==> src/rtl/dhx_pkg.sv <==
`timescale 1ns/1ps
// dhx_pkg: shared types for the DAC hold-and-transfer block.
// Assumes: format codes are fixed by the register bus decode.
package dhx_pkg;
    typedef enum logic [1:0] {
        FMT_R12 = 2'b00,
        FMT_L12 = 2'b01,
        FMT_R8  = 2'b10,
        FMT_RSV = 2'b11
    } fmt_e;

    // Clock edges from accepted trigger to output load, counting the accepting edge.
    localparam int XFER_CYC = 3;
endpackage

==> src/rtl/dhx_align.sv <==
`timescale 1ns/1ps
// dhx_align: turns one half-word of write data into a DW-bit sample
// according to the alignment code. Purely combinational.
// Assumes: HW >= DW >= 8.
module dhx_align #(
    parameter int DW = 12,
    parameter int HW = 16
) (
    input  logic [1:0]    fmt,
    input  logic [HW-1:0] half,
    output logic [DW-1:0] val
);
    import dhx_pkg::*;

    localparam int PAD = DW - 8;

    // Pick the bit field that the alignment code designates.
    always_comb begin
        unique case (fmt_e'(fmt))
            FMT_L12: val = half[HW-1 -: DW];
            FMT_R8:  val = {half[7:0], {PAD{1'b0}}};
            default: val = half[DW-1:0];
        endcase
    end
endmodule

==> src/rtl/dhx_trig_sel.sv <==
`timescale 1ns/1ps
// dhx_trig_sel: selects one of NTRIG trigger lines and flags its rising edge.
// Assumes: lines are synchronous to clk. The history bit resets high, so a
// line already high when reset releases is not taken as an edge.
module dhx_trig_sel #(
    parameter int NTRIG = 8,
    parameter int SELW  = $clog2(NTRIG)
) (
    input  logic             clk,
    input  logic             rst_n,
    input  logic [NTRIG-1:0] lines,
    input  logic [SELW-1:0]  sel,
    output logic             rise
);
    logic cur;
    logic prev;

    assign cur  = lines[sel];
    assign rise = cur & ~prev;

    // Remember the selected line's level from the previous cycle.
    always_ff @(posedge clk) begin
        if (!rst_n) prev <= 1'b1;
        else        prev <= cur;
    end
endmodule

==> src/rtl/dhx_chan.sv <==
`timescale 1ns/1ps
// dhx_chan: one channel's holding register, output register and transfer timing.
// The software path transfers one edge after the write. The trigger path
// transfers XFER_CYC edges after an accepted rising edge and ignores edges
// while a transfer is pending.
// Assumes: wdata is already aligned by dhx_align.
module dhx_chan #(
    parameter int DW = 12
) (
    input  logic          clk,
    input  logic          rst_n,
    input  logic          wr,
    input  logic [DW-1:0] wdata,
    input  logic          trig_en,
    input  logic          rise,
    output logic [DW-1:0] dout,
    output logic          upd,
    output logic          sw_go,
    output logic          hit
);
    import dhx_pkg::*;

    localparam int CW = $clog2(XFER_CYC);

    logic [DW-1:0] hold;
    logic          sw_pend;
    logic          tr_pend;
    logic [CW-1:0] cnt;
    logic          xfer_now;

    assign sw_go    = wr & ~trig_en;
    assign hit      = rise & trig_en & ~tr_pend;
    assign xfer_now = sw_pend | (tr_pend & (cnt == '0));

    // Capture written data into the holding register.
    always_ff @(posedge clk) begin
        if (!rst_n)  hold <= '0;
        else if (wr) hold <= wdata;
    end

    // Mark a software-start transfer for the next edge.
    always_ff @(posedge clk) begin
        if (!rst_n) sw_pend <= 1'b0;
        else        sw_pend <= sw_go;
    end

    // Count down the trigger-to-output delay. New edges are blocked while pending.
    always_ff @(posedge clk) begin
        if (!rst_n) begin
            tr_pend <= 1'b0;
            cnt     <= '0;
        end else if (hit) begin
            tr_pend <= 1'b1;
            cnt     <= CW'(XFER_CYC - 1);
        end else if (tr_pend) begin
            if (cnt == '0) tr_pend <= 1'b0;
            else           cnt     <= cnt - 1'b1;
        end
    end

    // Load the output register and pulse the strobe on a transfer.
    always_ff @(posedge clk) begin
        if (!rst_n) begin
            dout <= '0;
            upd  <= 1'b0;
        end else begin
            upd <= xfer_now;
            if (xfer_now) dout <= hold;
        end
    end
endmodule

==> src/rtl/dac_hold_xfer.sv <==
`timescale 1ns/1ps
// dac_hold_xfer: two-channel holding and output-transfer logic for a DAC.
// It decodes single and dual writes, aligns the data, selects and
// edge-detects each channel's trigger, and schedules output loads.
// Assumes: synchronous inputs. A dual write has priority over a single
// write for channel 1's data source.
module dac_hold_xfer #(
    parameter int NTRIG = 8,
    parameter int DW    = 12,
    parameter int WW    = 32,
    parameter int SELW  = $clog2(NTRIG)
) (
    input  logic             clk,
    input  logic             rst_n,
    input  logic [1:0]       wr_ch,
    input  logic             wr_dual,
    input  logic [1:0]       wr_fmt,
    input  logic [WW-1:0]    wr_data,
    input  logic [1:0]       trig_en,
    input  logic [SELW-1:0]  trig_sel0,
    input  logic [SELW-1:0]  trig_sel1,
    input  logic [NTRIG-1:0] trig_in,
    output logic [DW-1:0]    out0,
    output logic [DW-1:0]    out1,
    output logic [1:0]       upd
);
    localparam int NCH = 2;
    localparam int HW  = WW / 2;

    logic [HW-1:0]   half_src [NCH];
    logic [SELW-1:0] sel_arr  [NCH];
    logic [DW-1:0]   dout_arr [NCH];
    logic [NCH-1:0]  wr_any;
    logic [NCH-1:0]  sw_go_w;
    logic [NCH-1:0]  hit_w;

    // Route write data halves and strobes to each channel.
    always_comb begin
        half_src[0] = wr_data[HW-1:0];
        half_src[1] = wr_dual ? wr_data[WW-1:HW] : wr_data[HW-1:0];
        wr_any      = wr_ch | {NCH{wr_dual}};
        sel_arr[0]  = trig_sel0;
        sel_arr[1]  = trig_sel1;
    end

    for (genvar g = 0; g < NCH; g++) begin : g_ch
        logic [DW-1:0] aligned;
        logic          rise;

        dhx_align #(.DW(DW), .HW(HW)) u_align (
            .fmt  (wr_fmt),
            .half (half_src[g]),
            .val  (aligned)
        );

        dhx_trig_sel #(.NTRIG(NTRIG), .SELW(SELW)) u_trig (
            .clk   (clk),
            .rst_n (rst_n),
            .lines (trig_in),
            .sel   (sel_arr[g]),
            .rise  (rise)
        );

        dhx_chan #(.DW(DW)) u_chan (
            .clk     (clk),
            .rst_n   (rst_n),
            .wr      (wr_any[g]),
            .wdata   (aligned),
            .trig_en (trig_en[g]),
            .rise    (rise),
            .dout    (dout_arr[g]),
            .upd     (upd[g]),
            .sw_go   (sw_go_w[g]),
            .hit     (hit_w[g])
        );
    end

    assign out0 = dout_arr[0];
    assign out1 = dout_arr[1];
endmodule

==> config.mk <==
export PLATFORM = sky130hd
export DESIGN_NAME = dac_hold_xfer
export DESIGN_NICKNAME = d
export VERILOG_FILES = /design/src/rtl/dhx_pkg.sv /design/src/rtl/dhx_align.sv /design/src/rtl/dhx_trig_sel.sv /design/src/rtl/dhx_chan.sv /design/src/rtl/dac_hold_xfer.sv
export SDC_FILE = /design/constraint.sdc
export NUM_CORES = 1
export LEC_CHECK = 0
export ABC_AREA = 1
export ABC_CLOCK_PERIOD_IN_PS = 1300
export CAP_MARGIN = 20
export CORE_MARGIN = 4
export CORE_UTILIZATION = 25
export CTS_CLUSTER_SIZE = 25
export DETAILED_ROUTE_END_ITERATION = 8
export DONT_BUFFER_PORTS = 1
export SLEW_MARGIN = 15
export SYNTH_ARGS = -nofsm -noshare
export SYNTH_HDL_FRONTEND = slang
export SYNTH_SLANG_ARGS = --single-unit
==> constraint.sdc <==
create_clock -name clk -period 1.3 [get_ports clk]
set_clock_uncertainty 0.05 [all_clocks]
set_input_delay 0.065 -clock clk [delete_from_list [all_inputs] [get_ports clk]]
set_output_delay 0.065 -clock clk [all_outputs]
set_load 0.005 [all_outputs]
# --- Word-level counts from Yosys, hierarchy flattened ---
# Index checks and enable logic that the tools add are counted.
word_totals:
  ff_bits: 60
  input_bits: 55
op_classes:
  add_sub_neg: 2
  order_cmp: 2
  n_eq_ne: 4
  n_mux: 19
  bitwise_logic: 22
  reduce_logical: 10
ops:
  columns: ["cell", "count"]
  rows:
  - ["$pmux 12 s2", 2]
  - ["$mux 16", 1]
  - ["$mux 2", 6]
  - ["$and 1x1->1", 10]
  - ["$not 1->1", 9]
  - ["$lt 3x4->1 const B", 2]
  - ["$mux 1", 8]
  - ["$reduce_and 2->1", 4]
  - ["$bmux 1 s3", 2]
  - ["$logic_not 2->1", 2]
  - ["$ne 2x1->1 const B", 2]
  - ["$reduce_bool 2->1", 2]
  - ["$reduce_or 2->1", 2]
  - ["$sub 2x1->2 const B", 2]
  - ["$eq 2x1->1 const B", 1]
  - ["$eq 2x2->1 const B", 1]
  - ["$or 1x1->1", 2]
  - ["$or 2x2->2", 1]

# --- Longest topological paths before layout ---
# Gate-level depths: netlist (run 1).
depth:
  depth_word: 7
  depth_mapped: 9

# --- Hierarchy ---
# From an unflattened synthesis (run 1), not the netlist that was laid out.
hier_totals:
  hier_cells: 524
  hier_area_um2: 3457.1
modules_own_cells:
  columns: ["module", "instances", "cells_per_inst", "area_per_inst_um2", "seq_area_each_um2"]
  rows:
  - ["dhx_chan", 2, 152, 1128.6, 580.6]
  - ["dhx_align", 2, 54, 319.1, 0.0]
  - ["dhx_trig_sel", 2, 29, 152.6, 20.0]
  - ["dac_hold_xfer", 1, 54, 256.5, 0.0]

# --- Worst setup path after synthesis (run 1) ---
# No wires, ideal clock.
synth_timing:
  path_type: "input to register"
  from: "input port wr_fmt[0]"
  to: "register g_ch[1].u_chan.hold[4]"
  arrival_time_ns: 1.030
  t_required_ns: 1.176
  slack_ns: 0.146
  stages: 6
  cell_sequence: "inv_1 ha_1 buf_2 nor2_2 a21oi_1 a31oi_1"
synth_between:
  elab_chain_cells: 2
  elab_cells_between_ends: 3
  cone_classes: "eq/ne (2); mux (1)"
synth_rtl:
  columns: ["item", "line_no", "source"]
  rows:
  - ["start, declared", "dac_hold_xfer.sv:17", "input logic [1:0] wr_fmt,"]
  - ["$eq 2x2->1 or $eq 2x1->1 (tied branches)", "dhx_align.sv:19", "unique case (fmt_e'(fmt))"]
  - ["$pmux 12 s2 (*)", "dhx_align.sv:19", null]
  - ["end signal, assigned", "dhx_chan.sv:38", "else if (wr) hold <= wdata;"]
  - ["end, declared", "dhx_chan.sv:25", "logic [DW-1:0] hold;"]
# Every way passes the cells marked *; elsewhere a longest branch is shown, timed or not.
# A chain may end at the register's enable or synchronous reset.

# --- Worst setup path in the final report (run 1) ---
layout_timing:
  from: "register g_ch[0].u_chan.tr_pend"
  to: "register g_ch[0].u_chan.dout[5]"
layout_between:
  elab_chain_cells: 2
layout_rtl:
  columns: ["item", "line_no", "source"]
  rows:
  - ["start, declared", "dhx_chan.sv:27", "logic tr_pend;"]
  - ["start signal, assigned", "dhx_chan.sv:50", "tr_pend <= 1'b0;"]
  - ["start signal, assigned", "dhx_chan.sv:53", "tr_pend <= 1'b1;"]
  - ["start signal, assigned", "dhx_chan.sv:56", "if (cnt == '0) tr_pend <= 1'b0;"]
  - ["$and 1x1->1", "dhx_chan.sv:33", "assign xfer_now = sw_pend | (tr_pend & (cnt == '0));"]
  - ["$or 1x1->1", "dhx_chan.sv:33", null]
  - ["end signal, assigned", "dhx_chan.sv:68", "if (xfer_now) dout <= hold;"]
  - ["end, declared", "dhx_chan.sv:16", "output logic [DW-1:0] dout,"]
# Every way passes these cells.

==> results of run 1 <==
registers in the layout, summed over array words and instances, names as in the netlist:
| signal | flops |
|---|---|
| g_ch.u_chan.cnt | 4 |
| g_ch.u_chan.dout | 24 |
| g_ch.u_chan.hold | 24 |
| g_ch.u_chan.sw_pend | 2 |
| g_ch.u_chan.tr_pend | 2 |
| g_ch.u_chan.upd | 2 |
| g_ch.u_trig.prev | 2 |
power by group:
group          switching (mW)  internal [mW]  total, mW
Clock                   0.767           1.33       2.10
Combinational           0.377          0.270      0.646
Sequential             0.0904           1.99       2.08
path summary, 6_finish.rpt:
check                                             from                      to  slack, ns  cells after the start
worst min-delay path                      trig_sel1[1]     g_ch[1].u_trig.prev     -0.002                      4
worst max-delay path            g_ch[0].u_chan.tr_pend  g_ch[0].u_chan.dout[5]       0.08                      6
worst max register to register  g_ch[0].u_chan.tr_pend  g_ch[0].u_chan.dout[5]       0.08                      6
worst min register to register  g_ch[1].u_chan.hold[3]  g_ch[1].u_chan.dout[3]       0.42                      2
per-layer routing:
metal / global-route usage (%) / vias to the layer above / part of all wire [%]
met3: 4.23 / 9 / 10
met2: 21.2 / 124 / 46
li1: - / 1407 / -
met5: 0 / - / 0
met1: 16.6 / 1314 / 42
met4: 5.24 / 0 / 1.4
synthesized netlist by cell type (all sizes together) (3+ instances only):
master | instances | share of area, %
a21oi | 15 | 2.6
a31oi | 8 | 1.7
a41oi | 8 | 2.4
buf | 16 | 4.5
clkbuf | 9 | 1.3
dfxtp | 60 | 42
inv | 35 | 4.6
nand2 | 97 | 13
nand3 | 23 | 4.0
nor2 | 64 | 9.3
nor3 | 3 | 0.87
o211ai | 3 | 0.78
o21ai | 60 | 10
or2 | 5 | 1.1
per-stage QoR:
| stage | hold slack (ns) | area (sq um) |
|---|---|---|
| finish | -0.00183 | 3580 |
| global route | 0.0374 | 3580 |
| CTS | 0.00252 | 3550 |
| detailed placement | 0.0900 | 2990 |
| global placement | 0.0905 | 2990 |
| floorplan | 0.0865 | 2890 |
final cells by class:
class,instances,area share [%]
Tap cell,143,5.00
Inverter,35,3.84
Clock buffer,14,7.10
Sequential cell,60,33.6
Clock inverter,2,0.280
Timing Repair inverter,1,0.210
Timing Repair Buffer,42,11.0
Multi-Input combinational cell,293,39.0
tightest hold or removal path: cells and delay by family:
kind	cells	cell delay (ns)
and+or+nand+nor	4	0.28
cell families (layout without fill, tap and decap cells):
| logic type | after synthesis | count (layout) | synth area share (%) |
|---|---|---|---|
| AOI/OAI and AO/OA | 95 | 95 | 18.1 |
| adders and majority gates | 2 | 2 | 0.866 |
| DFF | 60 | 60 | 41.6 |
| xor gates and xnor gates | 2 | 2 | 0.606 |
| and+or+nand+nor | 194 | 194 | 28.4 |
| buffers and inverters | 60 | 94 | 10.5 |
what timing repair did:
action                                 CTS  global route
gates cloned                             0             1
endpoints found under the hold margin   58             0
pin swaps                                0             2
gates resized for setup                  1            10
setup endpoints to repair               12            24
hold buffers                            28             0
buffers inserted                         0             3
==> results.md, run 1 <==
* Synth warn at 0
* Most frequent cells in the layout: nand2_1, dfxtp_1, nor2_1, o21ai_0, inv_1
* Final period utilization at 94.0%
* Finished Core Util at 31.5%
* HP Class: in2reg
* Post-route antenna net violation count at 0
* Crit-path cells: inv_2, nor3_2, nor2_4, buf_4, o21ai_0, nor2_1
* Vias per std cell at 4.84
* Cell Pwr Density at 1350 mW/mm^2
* Post-synthesis net count at 470
* Top_reg_cell synth: dfxtp_1
* Remaining DRCs at 0
* Syn Std Cell Area at 0.00289 sq mm
* Pin count of the biggest net entering global routing at 53
* Latest clock arrival within the worst-skew pair at 0.32 ns
* Layout cells sized above 1 at 9.84%
* Peak Freq at 818 MHz
* Min Hold Slack at -0.00183 ns
* DP Wirelength at 6490 um
* DP Worst Slack at -0.0898 ns
* Core area at 0.0114 sq mm
* Syn avg cell area at 7.00 sq um
* Mapped Cells at 413
* Diode count at 0
* Nets at 499
* Gr ovfl total at 0
* Drt first-iter violations at 198
* Endpoint class of the critical path: register
* # fillers at 1262
* Clk slew on worst S/H paths at 0.05 ns
* # clock sinks at 60
* Worst slew pin tran at 0.726 ns
* Die Y at 116 um
* Part of the Yosys area used for sequential elements at 41.6%
* Setup TNS at 0 ns
* Fin. max-slew vios at 0
* Slew margin rel. at 51.6%
* Violated checks: hold timing
* Num CTS Buffers at 9
* Startpoint types: register
* Final hold viol count at 1
* P_leak at 1.52 nW
* Bufs and invs on worst path at 2
* Max-cap violation count at 0
* CTS max path bufs at 2
* Synth Register Bits at 60
* First-pass GRT wire length at 13700 um
* Multi-input logic area at 0.00140 sq mm
* Chip Width at 116 um
* CTS root buffer: clkbuf_16
* H-tree Lvls at 3
* P&R area growth vs syn at 23.9%
* CTS tree: yes
* Initial antenna violation count at 0
* Most common cell after layout, fill and taps aside: nand2_1
* FF/Latch Area at 0.00120 sq mm
* Worst IR drop on VDD at 481 uV
* Tmin final at 1.22 ns
* # rows at 39
* CP Data Arrival Time at 1.39 ns
* I/O Buffers at 0
* Vias in the first global route at 2812
* Crit Path Class: reg2reg
* Critical Path Slowest Stage Cell: dfxtp_1
* Critical path data required time at 1.47 ns
* # setup viols final at 0
* Synth unique cells at 29
* GRT Util Overall at 13.2%
* Critical path's top delay family: flip-flops
* Setup WS post-layout at 0.0775 ns
* Final Power at 4.82 mW
* Drt total wl at 8660 um
* Gpl congestion at 0.832
* Non-Filler Instances at 590
* Delay of the slowest critical-path stage at 0.35 ns
* Cell count after placement at 543
* Unrepaired setup endpoints after global routing: true
* Pre-antenna DRT Iters at 6
* I/O pins at 81
* Number of flops mapped to enable cells by yosys at 0
* Async set-or-reset flop fraction in the synthesized netlist at 0%
* Wirelength per Cell at 14.7 um
* Die ar. at 0.0133 sq mm
* DR vias at 2854
* Worst Path Max Fanout at 7
* Status: complete, but fails checks
* Initial core utilization at 25.4%
No activity file was read; power rests on OpenSTA's default activity.
==> inputs of run 2 (changes only) <==
--- a/config.mk
+++ b/config.mk
@@ -5,7 +5,6 @@
 export SDC_FILE = /design/constraint.sdc
 export NUM_CORES = 1
 export LEC_CHECK = 0
-export ABC_AREA = 1
 export ABC_CLOCK_PERIOD_IN_PS = 1300
 export CAP_MARGIN = 20
 export CORE_MARGIN = 4
==> constraint.sdc (replaced) <==
create_clock -name clk -period 1.3 [get_ports clk]
set_clock_uncertainty 0.05 [all_clocks]
set_input_delay 0.065 -clock clk [delete_from_list [all_inputs] [get_ports clk]]
set_output_delay 0.065 -clock clk [all_outputs]
set_load 0.1 [all_outputs]
==> run 2 against run 1 <==
  * The flow now finishes without violations
  * Synthesized cell count decreased by 15%
  * Wire length increased by 13%
  * Register-to-register slack got worse by 0.03 ns
  * Critical path type unchanged
==> results.md, run 2 <==
* DR vias at 3098
* Crit-path cells: o21ai_1, dlygate4sd3_1, a21oi_1
* Worst slew pin tran at 0.481 ns
* Die Y at 117 um
* Die ar. at 0.0137 sq mm
* Part of the Yosys area used for sequential elements at 40.3%
* Bufs and invs on worst path at 1
* Placed inst area at 0.00337 sq mm
* Gpl congestion at 0.887
* Finished Core Util at 36.3%
* Drt total wl at 9810 um
* Vias per std cell at 5.46
* Synth Register Bits at 60
* HP Class: in2reg
* Syn Std Cell Area at 0.00298 sq mm
* I/O Buffers at 0
* Layout cells sized above 1 at 24.1%
* Initial antenna violation count at 0
* Syn avg cell area at 8.44 sq um
* Cell count after placement at 506
* Endpoint class of the critical path: register
* Critical path data required time at 1.45 ns
* Area leader, netlist: dfxtp_1
* Min Hold Slack at 0.00977 ns
* Post-route antenna net violation count at 0
* Setup TNS at 0 ns
* Tmin final at 1.25 ns
* Largest regs: g_ch.u_chan.dout (24), g_ch.u_chan.hold (24), g_ch.u_chan.cnt (4)
* CTS max path bufs at 2
* I/O pins at 81
* Crit Path Class: reg2reg
* Critical path's top delay family: buffers and inverters
* Most frequent cells in the layout: a21oi_1, dlygate4sd3_1, buf_4, o21ai_0, dfxtp_1
* # rows at 39
* Final Power at 5.72 mW
* Core area at 0.0116 sq mm
* Delay of the slowest critical-path stage at 0.58 ns
* First-pass GRT wire length at 15500 um
* CP Data Arrival Time at 1.41 ns
* Wirelength per Cell at 17.3 um
* Pin count of the biggest net entering global routing at 33
* Slew margin rel. at 67.6%
* Latest clock arrival within the worst-skew pair at 0.33 ns
* Synth cell count leaders: dfxtp_1, a21oi_1, o21ai_0
* Nets at 476
* CTS tree: yes
* Diode count at 0
* Startpoint types: register
* Final hold viol count at 0
* Remaining DRCs at 0
* P_leak at 1.58 nW
* Status: completed
* # setup viols final at 0
* Synth top area cells: dfxtp_1, a21oi_1, o21ai_0
* Top_reg_cell synth: dfxtp_1
* DP Wirelength at 6640 um
* Chip Width at 117 um
* Synth warn at 0
* Drt first-iter violations at 198
* Max-cap violation count at 0
* Critical Path Slowest Stage Cell: dlygate4sd3_1
* Unrepaired setup endpoints after global routing: false
* # clock sinks at 60
* GRT Util Overall at 14.5%
* Post-synthesis net count at 410
* CTS root buffer: clkbuf_16
* H-tree Lvls at 3
* Mapped Cells at 353
* Final period utilization at 96.3%
* P&R area growth vs syn at 41.1%
* Final Instance Area at 0.00420 sq mm
* Clk slew on worst S/H paths at 0.05 ns
* Vias in the first global route at 3004
* Share of the synthesized area in the top cell type at 40.3%
* Worst IR drop on VDD at 583 uV
* Gr ovfl total at 0
* Worst Path Max Fanout at 2
* Most frequent cell after synthesis: dfxtp_1
* Fin. max-slew vios at 0
* Setup WS post-layout at 0.0478 ns
* Synth unique cells at 39
* Number of flops mapped to enable cells by yosys at 0
* Peak Freq at 799 MHz
* Cell Pwr Density at 1360 mW/mm^2
* Async set-or-reset flop fraction in the synthesized netlist at 0%
* Num CTS Buffers at 9
* Non-Filler Instances at 567
* Initial core utilization at 25.8%
* DP Worst Slack at 0.0143 ns
* Pre-antenna DRT Iters at 7
==> run 2: cell count changes after synthesis, sizes merged, moves of 7 or more <==
cell / previous run / this run
nand2: 97 / 12
nor2: 64 / 14
inv: 35 / 6
a21oi: 15 / 43
a221oi: 0 / 19
o21ai: 60 / 41
nor2b: 0 / 14
mux2: 0 / 10
a41oi: 8 / 0
mux2i: 0 / 8
nor3: 3 / 10
==> run 2: metal layers <==
metal | wire [um] | vias to the layer above | global-route usage, %
met5 | 0 | - | 0
met4 | 261 | 0 | 6.42
met3 | 711 | 21 | 3.80
met2 | 4780 | 136 | 23.3
met1 | 4060 | 1492 | 18.1
li1 | - | 1449 | -
==> run 2: cell type report <==
cell class | instances | area (sq um)
clock buffers | 10 | 239
clock inverters | 6 | 111
fillers | 1149 | 7360
inverters | 6 | 26.3
multi-input cells | 255 | 1620
flip-flops and latches | 60 | 1230
well taps | 143 | 179
repair buffers | 87 | 798
==> run 2: path summary, 6_finish.rpt <==
kind / depth (start not counted) / start / slack (ns) / end
setup reg to reg: 3 / g_ch[0].u_chan.hold[10] / 0.05 / g_ch[0].u_chan.hold[10]
hold / removal: 3 / wr_data[8] / 0.01 / g_ch[1].u_chan.hold[8]
hold reg to reg: 2 / g_ch[0].u_chan.dout[1] / 0.41 / g_ch[0].u_chan.dout[1]
setup / recovery: 3 / g_ch[0].u_chan.hold[10] / 0.05 / g_ch[0].u_chan.hold[10]
==> run 2: cells by family (layout without fill, tap and decap cells) <==
| group | after synthesis | count (layout) | synth area share, % |
|---|---|---|---|
| AO/OA/AOI/OAI | 140 | 140 | 29.5 |
| adder cells (fa/ha/maj) | 2 | 2 | 0.840 |
| buffers and inverters | 38 | 109 | 5.92 |
| flip-flops | 60 | 60 | 40.3 |
| multiplexers | 18 | 18 | 6.59 |
| AND/OR/NAND/NOR | 95 | 95 | 16.8 |
==> run 2: worst min-delay path: stages <==
cell and delay (ns):
nor2_1 0.08, a22o_1 0.13, a221oi_1 0.07
==> run 2: report_power, final <==
group          switching [mW]  total (mW)  internal [mW]
combinational           0.562       0.945          0.383
clock                   0.832        2.75           1.92
sequential             0.0663        2.02           1.96
total                    1.46        5.72           4.26
==> run 2: what timing repair did <==
action | CTS | global route
hold buffers | 45 | 1
pin swaps | 0 | 0
setup endpoints to repair | 8 | 19
setup buffers | 0 | 1
hold endpoints to repair | 39 | 2
resized for setup | 1 | 14
